==> src/rtl/pp_dma_pkg.sv <==
package pp_dma_pkg;
   typedef enum logic [2:0] {
      RA_CTRL = 3'd0,
      RA_CNT0 = 3'd1,
      RA_PTR0 = 3'd2,
      RA_CNT1 = 3'd3,
      RA_PTR1 = 3'd4
   } reg_addr_e;

   localparam int CB_EN   = 0;
   localparam int CB_SWAP = 1;
   localparam int CB_MEM  = 2;
   localparam int CB_EOB  = 3;
   localparam int CB_ACT  = 4;
   localparam int CTRL_BITS = 5;
endpackage

==> src/rtl/pp_dma_sampler.sv <==
module pp_dma_sampler #(
   parameter int PERIOD = 5
) (
   input  logic clk,
   input  logic rst_n,
   output logic tick
);
   localparam int PH_W = (PERIOD > 1) ? $clog2(PERIOD) : 1;

   if (PERIOD < 2) begin : g_bad_period
      $error("pp_dma_sampler: PERIOD must be at least 2");
   end

   logic [PH_W-1:0] ph_q;

   assign tick = (ph_q == PH_W'(PERIOD - 1));

   always_ff @(posedge clk or negedge rst_n) begin
      if (!rst_n)    ph_q <= '0;
      else if (tick) ph_q <= '0;
      else           ph_q <= ph_q + 1'b1;
   end


   tick_spacing_chk: assert property (@(posedge clk) disable iff (!rst_n)
      tick |=> !tick);
endmodule

==> src/rtl/pp_dma_xfer_seq.sv <==
module pp_dma_xfer_seq #(
   parameter int RF_CYCLES  = 8,
   parameter int MEM_CYCLES = 16
) (
   input  logic clk,
   input  logic rst_n,
   input  logic start,
   input  logic mem_i,
   input  logic wait_i,
   output logic busy,
   output logic mem_q,
   output logic done
);
   localparam int MAX_LEN = (MEM_CYCLES > RF_CYCLES) ? MEM_CYCLES : RF_CYCLES;
   localparam int LEN_W   = $clog2(MAX_LEN + 1);

   if (RF_CYCLES < 1 || MEM_CYCLES < 1) begin : g_bad_len
      $error("pp_dma_xfer_seq: transfer lengths must be positive");
   end

   logic [LEN_W-1:0] cnt_q;
   logic [LEN_W-1:0] last_idx;
   logic             adv;

   assign last_idx = mem_q ? LEN_W'(MEM_CYCLES - 1) : LEN_W'(RF_CYCLES - 1);
   assign adv      = !(mem_q && wait_i);
   assign done     = busy && adv && (cnt_q == last_idx);

   always_ff @(posedge clk or negedge rst_n) begin
      if (!rst_n) begin
         busy  <= 1'b0;
         mem_q <= 1'b0;
         cnt_q <= '0;
      end else if (start) begin
         busy  <= 1'b1;
         mem_q <= mem_i;
         cnt_q <= '0;
      end else if (busy && adv) begin
         if (cnt_q == last_idx) busy <= 1'b0;
         else                   cnt_q <= cnt_q + 1'b1;
      end
   end


   start_idle_chk: assert property (@(posedge clk) disable iff (!rst_n)
      start |-> !busy);

   done_ends_chk: assert property (@(posedge clk) disable iff (!rst_n)
      done |=> !busy);

   mem_stable_chk: assert property (@(posedge clk) disable iff (!rst_n)
      (busy && !done) |=> $stable(mem_q));
endmodule

==> src/rtl/pp_dma_desc_bank.sv <==
module pp_dma_desc_bank #(
   parameter int NTAB   = 2,
   parameter int CNT_W  = 8,
   parameter int PTR_W  = 16,
   parameter int DATA_W = 16
) (
   input  logic                        clk,
   input  logic                        rst_n,
   input  logic [NTAB-1:0]             cnt_we,
   input  logic [NTAB-1:0]             ptr_we,
   input  logic [DATA_W-1:0]           wdata,
   input  logic [$clog2(NTAB)-1:0]     sel,
   input  logic                        step,
   output logic [NTAB-1:0][CNT_W-1:0]  cnt,
   output logic [NTAB-1:0][PTR_W-1:0]  ptr
);
   if (DATA_W < CNT_W || DATA_W < PTR_W) begin : g_bad_w
      $error("pp_dma_desc_bank: DATA_W narrower than a descriptor field");
   end

   for (genvar t = 0; t < NTAB; t++) begin : g_tab
      logic hit;
      assign hit = step && (int'(sel) == t);

      always_ff @(posedge clk or negedge rst_n) begin
         if (!rst_n)          cnt[t] <= '0;
         else if (cnt_we[t])  cnt[t] <= wdata[CNT_W-1:0];
         else if (hit)        cnt[t] <= cnt[t] - 1'b1;
      end

      always_ff @(posedge clk or negedge rst_n) begin
         if (!rst_n)          ptr[t] <= '0;
         else if (ptr_we[t])  ptr[t] <= wdata[PTR_W-1:0];
         else if (hit)        ptr[t] <= ptr[t] + 1'b1;
      end
   end


   step_nonzero_chk: assert property (@(posedge clk) disable iff (!rst_n)
      step |-> (cnt[sel] != '0));
endmodule

==> src/rtl/pp_dma_chan.sv <==
module pp_dma_chan
   import pp_dma_pkg::*;
#(
   parameter int CNT_W         = 8,
   parameter int PTR_W         = 16,
   parameter int DATA_W        = 16,
   parameter int SAMPLE_PERIOD = 5,
   parameter int RF_CYCLES     = 8,
   parameter int MEM_CYCLES    = 16
) (
   input  logic              clk,
   input  logic              rst_n,
   input  logic              dreq,
   input  logic              reg_we,
   input  logic [2:0]        reg_addr,
   input  logic [DATA_W-1:0] reg_wdata,
   output logic [DATA_W-1:0] reg_rdata,
   output logic              bus_busy,
   output logic [PTR_W-1:0]  bus_addr,
   output logic              bus_mem,
   input  logic              bus_wait,
   output logic              xfer_done,
   output logic              eob_irq
);
   localparam int NTAB = 2;

   if (DATA_W < CTRL_BITS) begin : g_bad_data
      $error("pp_dma_chan: DATA_W too narrow for the control register");
   end

   logic en_q, swap_q, space_q, eob_q, act_q, pend_q;
   logic tick, start, blk_end, ctrl_wr;
   logic [NTAB-1:0]            cnt_we, ptr_we;
   logic [NTAB-1:0][CNT_W-1:0] cnt;
   logic [NTAB-1:0][PTR_W-1:0] ptr;
   logic [CNT_W-1:0]           act_cnt;

   pp_dma_sampler #(.PERIOD(SAMPLE_PERIOD)) u_smp (
      .clk(clk), .rst_n(rst_n), .tick(tick));

   pp_dma_xfer_seq #(.RF_CYCLES(RF_CYCLES), .MEM_CYCLES(MEM_CYCLES)) u_seq (
      .clk(clk), .rst_n(rst_n), .start(start), .mem_i(space_q),
      .wait_i(bus_wait), .busy(bus_busy), .mem_q(bus_mem), .done(xfer_done));

   pp_dma_desc_bank #(.NTAB(NTAB), .CNT_W(CNT_W), .PTR_W(PTR_W), .DATA_W(DATA_W)) u_bank (
      .clk(clk), .rst_n(rst_n), .cnt_we(cnt_we), .ptr_we(ptr_we),
      .wdata(reg_wdata), .sel(act_q), .step(xfer_done), .cnt(cnt), .ptr(ptr));

   assign ctrl_wr   = reg_we && (reg_addr == RA_CTRL);
   assign cnt_we    = {reg_we && (reg_addr == RA_CNT1), reg_we && (reg_addr == RA_CNT0)};
   assign ptr_we    = {reg_we && (reg_addr == RA_PTR1), reg_we && (reg_addr == RA_PTR0)};
   assign act_cnt   = cnt[act_q];
   assign bus_addr  = ptr[act_q];
   assign eob_irq   = eob_q;
   assign start     = tick && en_q && !bus_busy && (act_cnt != '0) && (dreq || pend_q);
   assign blk_end   = xfer_done && (act_cnt == CNT_W'(1));

   always_ff @(posedge clk or negedge rst_n) begin
      if (!rst_n) begin
         en_q    <= 1'b0;
         swap_q  <= 1'b0;
         space_q <= 1'b0;
         eob_q   <= 1'b0;
         act_q   <= 1'b0;
      end else begin
         if (ctrl_wr) begin
            en_q    <= reg_wdata[CB_EN];
            swap_q  <= reg_wdata[CB_SWAP];
            space_q <= reg_wdata[CB_MEM];
            if (reg_wdata[CB_EOB]) eob_q <= 1'b0;
         end
         if (blk_end) begin
            eob_q <= 1'b1;
            if (swap_q) act_q <= ~act_q;
            else        en_q  <= 1'b0;
         end
      end
   end

   always_ff @(posedge clk or negedge rst_n) begin
      if (!rst_n)                   pend_q <= 1'b0;
      else if (start)               pend_q <= 1'b0;
      else if (blk_end && !swap_q)  pend_q <= 1'b0;
      else if (bus_busy && dreq)    pend_q <= 1'b1;
   end

   always_comb begin
      reg_rdata = '0;
      case (reg_addr)
         RA_CTRL: begin
            reg_rdata[CB_EN]   = en_q;
            reg_rdata[CB_SWAP] = swap_q;
            reg_rdata[CB_MEM]  = space_q;
            reg_rdata[CB_EOB]  = eob_q;
            reg_rdata[CB_ACT]  = act_q;
         end
         RA_CNT0: reg_rdata[CNT_W-1:0] = cnt[0];
         RA_PTR0: reg_rdata[PTR_W-1:0] = ptr[0];
         RA_CNT1: reg_rdata[CNT_W-1:0] = cnt[1];
         RA_PTR1: reg_rdata[PTR_W-1:0] = ptr[1];
         default: reg_rdata = '0;
      endcase
   end


   start_on_tick_chk: assert property (@(posedge clk) disable iff (!rst_n)
      $rose(bus_busy) |-> $past(tick));

   eob_set_chk: assert property (@(posedge clk) disable iff (!rst_n)
      blk_end |=> eob_irq);

   noswap_stop_chk: assert property (@(posedge clk) disable iff (!rst_n)
      (blk_end && !swap_q) |=> !en_q);

   swap_keep_chk: assert property (@(posedge clk) disable iff (!rst_n)
      (blk_end && swap_q && !ctrl_wr) |=> (en_q && (act_q != $past(act_q))));

   no_start_idle_chk: assert property (@(posedge clk) disable iff (!rst_n)
      (!en_q || act_cnt == '0) |=> !$rose(bus_busy));
endmodule

==> config.mk <==
export PLATFORM = sky130hd
export DESIGN_NAME = pp_dma_chan
export DESIGN_NICKNAME = d
export VERILOG_FILES = /design/src/rtl/pp_dma_pkg.sv /design/src/rtl/pp_dma_sampler.sv /design/src/rtl/pp_dma_xfer_seq.sv /design/src/rtl/pp_dma_desc_bank.sv /design/src/rtl/pp_dma_chan.sv
export SDC_FILE = /design/constraint.sdc
export NUM_CORES = 1
export LEC_CHECK = 0
export ABC_AREA = 1
export BUFFER_PORTS_ARGS = -buffer_cell sky130_fd_sc_hd__buf_2
export CORE_ASPECT_RATIO = 0.75
export CORE_MARGIN = 3
export CORE_UTILIZATION = 55
export CTS_BUF_LIST = sky130_fd_sc_hd__clkbuf_16
export CTS_CLUSTER_DIAMETER = 50
export DETAILED_ROUTE_END_ITERATION = 10
export MAX_ROUTING_LAYER = met4
export PLACE_DENSITY_LB_ADDON = 0.25
export SLEW_MARGIN = 20
export SYNTH_ARGS = -nofsm -noshare
export SYNTH_HDL_FRONTEND = slang
export SYNTH_SLANG_ARGS = --single-unit
==> constraint.sdc <==
create_clock -name clk -period 2.7 [get_ports clk]
set_clock_uncertainty 0.2 [all_clocks]
set_input_delay 0.27 -clock clk [delete_from_list [all_inputs] [get_ports clk]]
set_output_delay 0.27 -clock clk [all_outputs]
set_load 0.01 [all_outputs]
=== After elaboration in Yosys (flattened, before gate mapping) ===
Cells that the tools add are included.

* $add $sub $neg: 6
* Multipliers: 0
* Div/mod/pow operators: 0
* Order comparisons: 1
* Equal/unequal tests: 8
* Shift-type cells: 0
* Multiplexer cells: 32
* Bitwise gates (word level): 2
* Reductions and logical operators: 36

{| class="wikitable"
|+ Operators by type and width
! cell !! count
|-
| $mux 16 || 6
|-
| $mux 8 || 6
|-
| $add 16x1->16 const B || 2
|-
| $pmux 5 s5 || 1
|-
| $logic_and 1x1->1 || 17
|-
| $pmux 8 s2 || 1
|-
| $reduce_bool 2->1 || 8
|-
| $sub 8x1->8 const B || 2
|-
| $mux 5 || 3
|-
| $mux 1 || 12
|-
| $pmux 3 s4 || 1
|-
| $eq 8x1->1 const B || 1
|-
| $reduce_and 2->1 || 4
|-
| $reduce_bool 8->1 || 1
|-
| $eq 3x2->1 const B || 2
|-
| $eq 3x3->1 const B || 2
|-
| $add 5x1->5 const B || 1
|-
| $eq 5x5->1 || 1
|-
| $mux 4 || 1
|-
| $add 3x1->3 const B || 1
|-
| $eq 3x1->1 const B || 1
|-
| $logic_not 1->1 || 3
|-
| $logic_not 3->1 || 1
|-
| $mux 3 || 1
|-
| 5 further kinds || 6
|}

* Register bits after elaboration: 64
* Bits in latches: 0
* Bits in writable memories: 0
* ROM bits: 0
* Bits of input ports: 24
* Output and inout port bits: 36
* Logic and storage cells: 99
* Memories kept: 0

=== Depth between registers and ports, before layout ===
* Depth after elaboration: 8
* Depth in mapped cells: 10
* Gate-level depth less buffers: 10

=== By module ===
From an unflattened synthesis, not the netlist that was laid out.

* Cells, all modules: 709
* Area, all modules: 4,733.3 µm²

{| class="wikitable"
|+ Modules (own cells, without submodules)
! module !! instances !! cells each !! area an instance (µm²) !! seq. area each (µm²)
|-
| pp_dma_desc_bank || 1 || 445 || 3,131.8 || 1,201.2
|-
| pp_dma_chan || 1 || 194 || 1,023.5 || 150.1
|-
| pp_dma_xfer_seq || 1 || 56 || 436.7 || 175.2
|-
| pp_dma_sampler || 1 || 14 || 141.4 || 75.1
|}

=== Worst setup path after synthesis ===
OpenSTA, ideal clock, no wires.

* Path type: reg2reg
* Start: register u_seq.cnt_q[0]
* End: register u_bank.ptr[5] (netlist bit)
* Data arrival time: 1.446 ns
* Data required time: 2.432 ns
* Path slack: 0.985 ns
* Cell stages (with the launch flop): 11
* Period minus slack after synthesis: 1.715 ns
* Cells stage by stage: dfrtp_1 > ha_1 > nand2_1 > nor2_2 > nand2_2 > nor2_4 > nand2_4 > nor2_4 > buf_6 > nand2_1 > nand3_1

* Longest elaborated chain between the ends: 4

{| class="wikitable"
|+ RTL lines
! what !! RTL line !! RTL
|-
| start, declared || pp_dma_xfer_seq.sv:21 || <nowiki>logic [LEN_W-1:0] cnt_q;</nowiki>
|-
| start signal, assigned || pp_dma_xfer_seq.sv:40 || <nowiki>else cnt_q <= cnt_q + 1'b1;</nowiki>
|-
| $eq 5x5->1 || pp_dma_xfer_seq.sv:27 || <nowiki>assign done = busy && adv && (cnt_q == last_idx);</nowiki>
|-
| $logic_and 1x1->1 || pp_dma_xfer_seq.sv:27 ||
|-
| via xfer_done || pp_dma_chan.sv:22 || <nowiki>output logic xfer_done,</nowiki>
|-
| $logic_and 1x1->1 || pp_dma_desc_bank.sv:23 || <nowiki>assign hit = step && (int'(sel) == t);</nowiki>
|-
| $reduce_bool 2->1 (no line) || -- ||
|-
| end signal, assigned by index || pp_dma_desc_bank.sv:33 || <nowiki>else if (ptr_we[t]) ptr[t] <= wdata[PTR_W-1:0];</nowiki>
|-
| end signal, assigned by index || pp_dma_desc_bank.sv:34 || <nowiki>else if (hit) ptr[t] <= ptr[t] + 1'b1;</nowiki>
|-
| end, declared || pp_dma_desc_bank.sv:15 || <nowiki>output logic [NTAB-1:0][PTR_W-1:0] ptr</nowiki>
|}

The timed path passes the listed nets, and every way through them passes these cells.
A chain may end at the register's enable or synchronous reset.

=== Worst setup path after layout ===
* Start: register act_q
* End: output bus_addr[9]

* Longest elaborated chain between the ends: 2

{| class="wikitable"
|+ RTL lines
! what !! RTL line !! RTL
|-
| start, declared || pp_dma_chan.sv:31 || <nowiki>logic en_q, swap_q, space_q, eob_q, act_q, pend_q;</nowiki>
|-
| start signal, assigned || pp_dma_chan.sv:74 || <nowiki>if (swap_q) act_q <= ~act_q;</nowiki>
|-
| $mux 16 (implied by the code) (2 in series) || pp_dma_chan.sv:53 || <nowiki>assign bus_addr = ptr[act_q];</nowiki>
|-
| end, declared || pp_dma_chan.sv:19 || <nowiki>output logic [PTR_W-1:0] bus_addr,</nowiki>
|}

Every way passes these cells. The select of a mux whose other input is x is not followed.

==> impl_metrics.py <==
metrics = {
    "outcome": {
        "run_status": "finished clean",
    },
    "worst_setup_path": {
        "crit_path_top_delay_cell": "dfrtp_1",
        "ff2ff_setup_slack_ns": 0.62,
        "r2r_cells": 8,
        "crit_buf_inv": 2,
        "arrival_ns": 1.70,
        "worstPathRequired_ns": 2.23,
        "critPathMaxStageDelay_ns": 0.62,
        "cp-end-kind": "primary output",
        "cpLargestDelayFamily": "flip-flops",
        "r2r-end": "u_bank.ptr[25]",
        "crit_chain": "buf_4 > nand2_1 > o21ai_0 > buf_2",
        "start_kind": "flip-flop",
        "worst_r2r_startpoint": "u_seq.cnt_q[0]",
        "worstPathMaxFanout": 28,
        "timing.setup.critical_path_class": "flip-flop to primary output",
    },
    "clocking": {
        "ctsLongestPathBuffers": 2,
        "cts_tree": "done",
        "cts.repair.resized": 0,
        "cts-htree-levels": 3,
        "number_of_buffers_created_by_cts": 9,
        "clock_latency_ns": 0.33,
        "cts_root_buf": "clkbuf_16",
        "cts.clk_slew.worst_paths_ns": 0.06,
        "clkSinkCount": 64,
    },
    "sta": {
        "worst_slack_ns": 0.5275,
        "max_slew.worst_pin.slew_ns": 0.6272,
        "min_period_over_period": 0.8046,
        "slew-limit-headroom": 0.5819,
        "final_critical_path_required_period_ns": 2.172,
        "timing.final.hold_violations": 0,
        "timing.fmax_ghz": 0.4603,
        "fin_tns_setup_ns": 0,
        "finalMaxSlewViolations": 0,
        "setup_repair_after_global_routing_missed_its_margin": "no",
        "finalSetupViolations": 0,
    },
    "logic_synthesis": {
        "syn_inst": 690,
        "count_of_warnings_emitted_by_yosys": 0,
        "ys_types": 34,
        "ys_seq_area_frac": 0.3521,
        "synthesis.nets": 721,
        "synth.cell_area_mm2": 0.004548,
        "mean_instance_size_in_the_synthesized_netlist_um2": 6.591,
        "postSynthRegisterBits": 64,
    },
    "placed_design": {
        "post-dp-hpwl_um": 10860,
        "io_buffer_count": 59,
        "place_ws_ns": 0.6205,
        "place_area_mm2": 0.004913,
        "routabilityCongestion": 1.092,
        "post-place-cells": 839,
    },
    "floorplan": {
        "top_level_ports": 60,
        "die_y_extent_um": 84.75,
        "initial_util": 0.5719,
        "fp_rows": 28,
        "chipWidth_um": 111.0,
        "design.die.area_mm2": 0.009408,
        "core_mm2": 0.007953,
    },
    "pwr": {
        "max-vdd-ir-drop_uv": 600.8,
        "cellPowerDensity_mw_per_mm2": 929.1,
        "leakage_nw": 2.663,
    },
    "min_path": {
        "worst_hold_startpoint": "reg_wdata[12]",
        "holdCritPathClass": "primary input to flip-flop",
        "timing.hold.worst_endpoint": "u_bank.ptr[28]",
        "hold-path-cell-count": 3,
    },
    "finish": {
        "fin_nets": 779,
        "mostFrequentLayoutCells": "280 x nand2_1, 83 x nand3_1, 64 x inv_1, 64 x dfrtp_1, 59 x buf_2",
        "layout.cells.most_common": "nand2_1",
        "count_of_non_filler_cells_in_the_finished_layout": 858,
        "area.growth.synth_to_final_pct": 15.38,
        "finish.instance_area_mm2": 0.005248,
        "drive_gt1_frac": 0.1355,
        "ant_diodes": 0,
    },
    "global_routing": {
        "grt_first_pass_wirelength_um": 23540,
        "maximum_number_of_pins_on_one_net_before_global_route_repair": 38,
        "grt_util_all_layers": 0.3252,
        "antenna_found_initial": 0,
        "grt_pass1_vias": 4563,
        "grt_overflow": 0,
    },
    "detailed_routing": {
        "final_antenna_net_count": 0,
        "route.vias.total": 4891,
        "routed_via_density": 5.700,
        "routed_wire_length_per_instance_um": 16.81,
        "totalWireLength_um": 14420,
        "initialDrtViolationCount": 504,
        "drc": 0,
        "drt_first_pass_iters": 5,
    },
    "job": {
        "max-cap-violations": 0,
    },
}
## worst min-delay path, stage by stage
cell and delay (ns):
buf_2 0.12, nand2_1 0.06, nand3_1 0.07
## repair_timing
item / in CTS / in global routing
buffers inserted: 0 / 0
hold endpoints to repair: 30 / 0
endpoints found under the setup margin: 0 / 0
hold buffers: 3 / 0
## synth_stat cells, drive strengths merged
cell type,n,area share
inv,70,0.058
a22oi,4,0.0066
o21bai,1,0.0017
clkbuf,4,0.0033
nor3,6,0.011
o2111ai,3,0.0058
or2,1,0.0014
xnor2,6,0.012
dfrtp,64,0.35
nand3,83,0.091
o211ai,1,0.0017
xor2,23,0.044
a21oi,4,0.0052
nand4,12,0.017
nor2,62,0.066
o21ai,32,0.035
ha,7,0.019
nand2,283,0.24
nand3b,1,0.0017
and2,1,0.0014
buf,14,0.018
o22ai,8,0.011
## area by class of cell
type / count / area [um^2]
clock buffers: 9 / 225.2
clock inverters: 7 / 78.83
fillers: 713 / 2705
inverters: 70 / 262.8
multi-input cells: 538 / 2587
flip-flops and latches: 64 / 1602
well taps: 105 / 131.4
repair buffers: 65 / 360.3
## worst max path at each step
stage	slack (ns)	to	depth (start not counted)	from
after floorplan	0.99	u_bank.ptr[5]	10	u_seq.cnt_q[0]
after global placement	0.66	reg_rdata[1]	9	reg_addr[0]
after detailed placement	0.62	u_bank.ptr[25]	8	reg_addr[1]
after CTS	0.56	bus_addr[0]	4	act_q
after global routing	0.42	bus_addr[3]	4	act_q
final	0.53	bus_addr[9]	4	act_q
## flip-flops by register name, indices dropped and copies added, names as in the netlist
name / flops
en_q: 1
act_q: 1
u_seq.mem_q: 1
u_seq.cnt_q: 5
eob_irq: 1
swap_q: 1
u_smp.ph_q: 3
pend_q: 1
u_seq.busy: 1
space_q: 1
u_bank.ptr: 32
u_bank.cnt: 16
## metal layers
| layer | global-route usage | routed length [um] | up-vias | part of all wire |
|---|---|---|---|---|
| met3 | 0.09078 | 1494 | 28 | 0.10 |
| li1 | - | - | 2322 | - |
| met5 | - | 0 | - | 0 |
| met1 | 0.4582 | 6519 | 2269 | 0.45 |
| met2 | 0.4559 | 6136 | 272 | 0.43 |
| met4 | 0.09620 | 270 | 0 | 0.019 |
## metrics by stage
step           hold WS (ns)  utilization  power, W
2_1_floorplan       -0.2256            -  0.002934
3_3_place_gp         0.1296       0.6178  0.003531
3_5_place_dp         0.1378       0.6178  0.003595
4_1_cts            0.002446       0.6598  0.004833
5_1_grt             0.02579       0.6598  0.005209
6_report            0.02355       0.6598  0.004876
## cell families after synthesis
family / count (synthesis) / share of synthesized area
AO/OA/AOI/OAI: 53 / 0.06713
buffers and inverters: 88 / 0.07895
XOR/XNOR: 29 / 0.05585
AND/OR/NAND/NOR: 449 / 0.4267
adder cells (fa/ha/maj): 7 / 0.01926
flip-flops: 64 / 0.3521
## where the power goes
part	switching, W	total, W	internal, W
Sequential	0.000471	0.00176	0.00128
Combinational	0.00119	0.00190	0.000713
Clock	0.000423	0.00122	0.000792
Power figures use the tool's default switching activity.
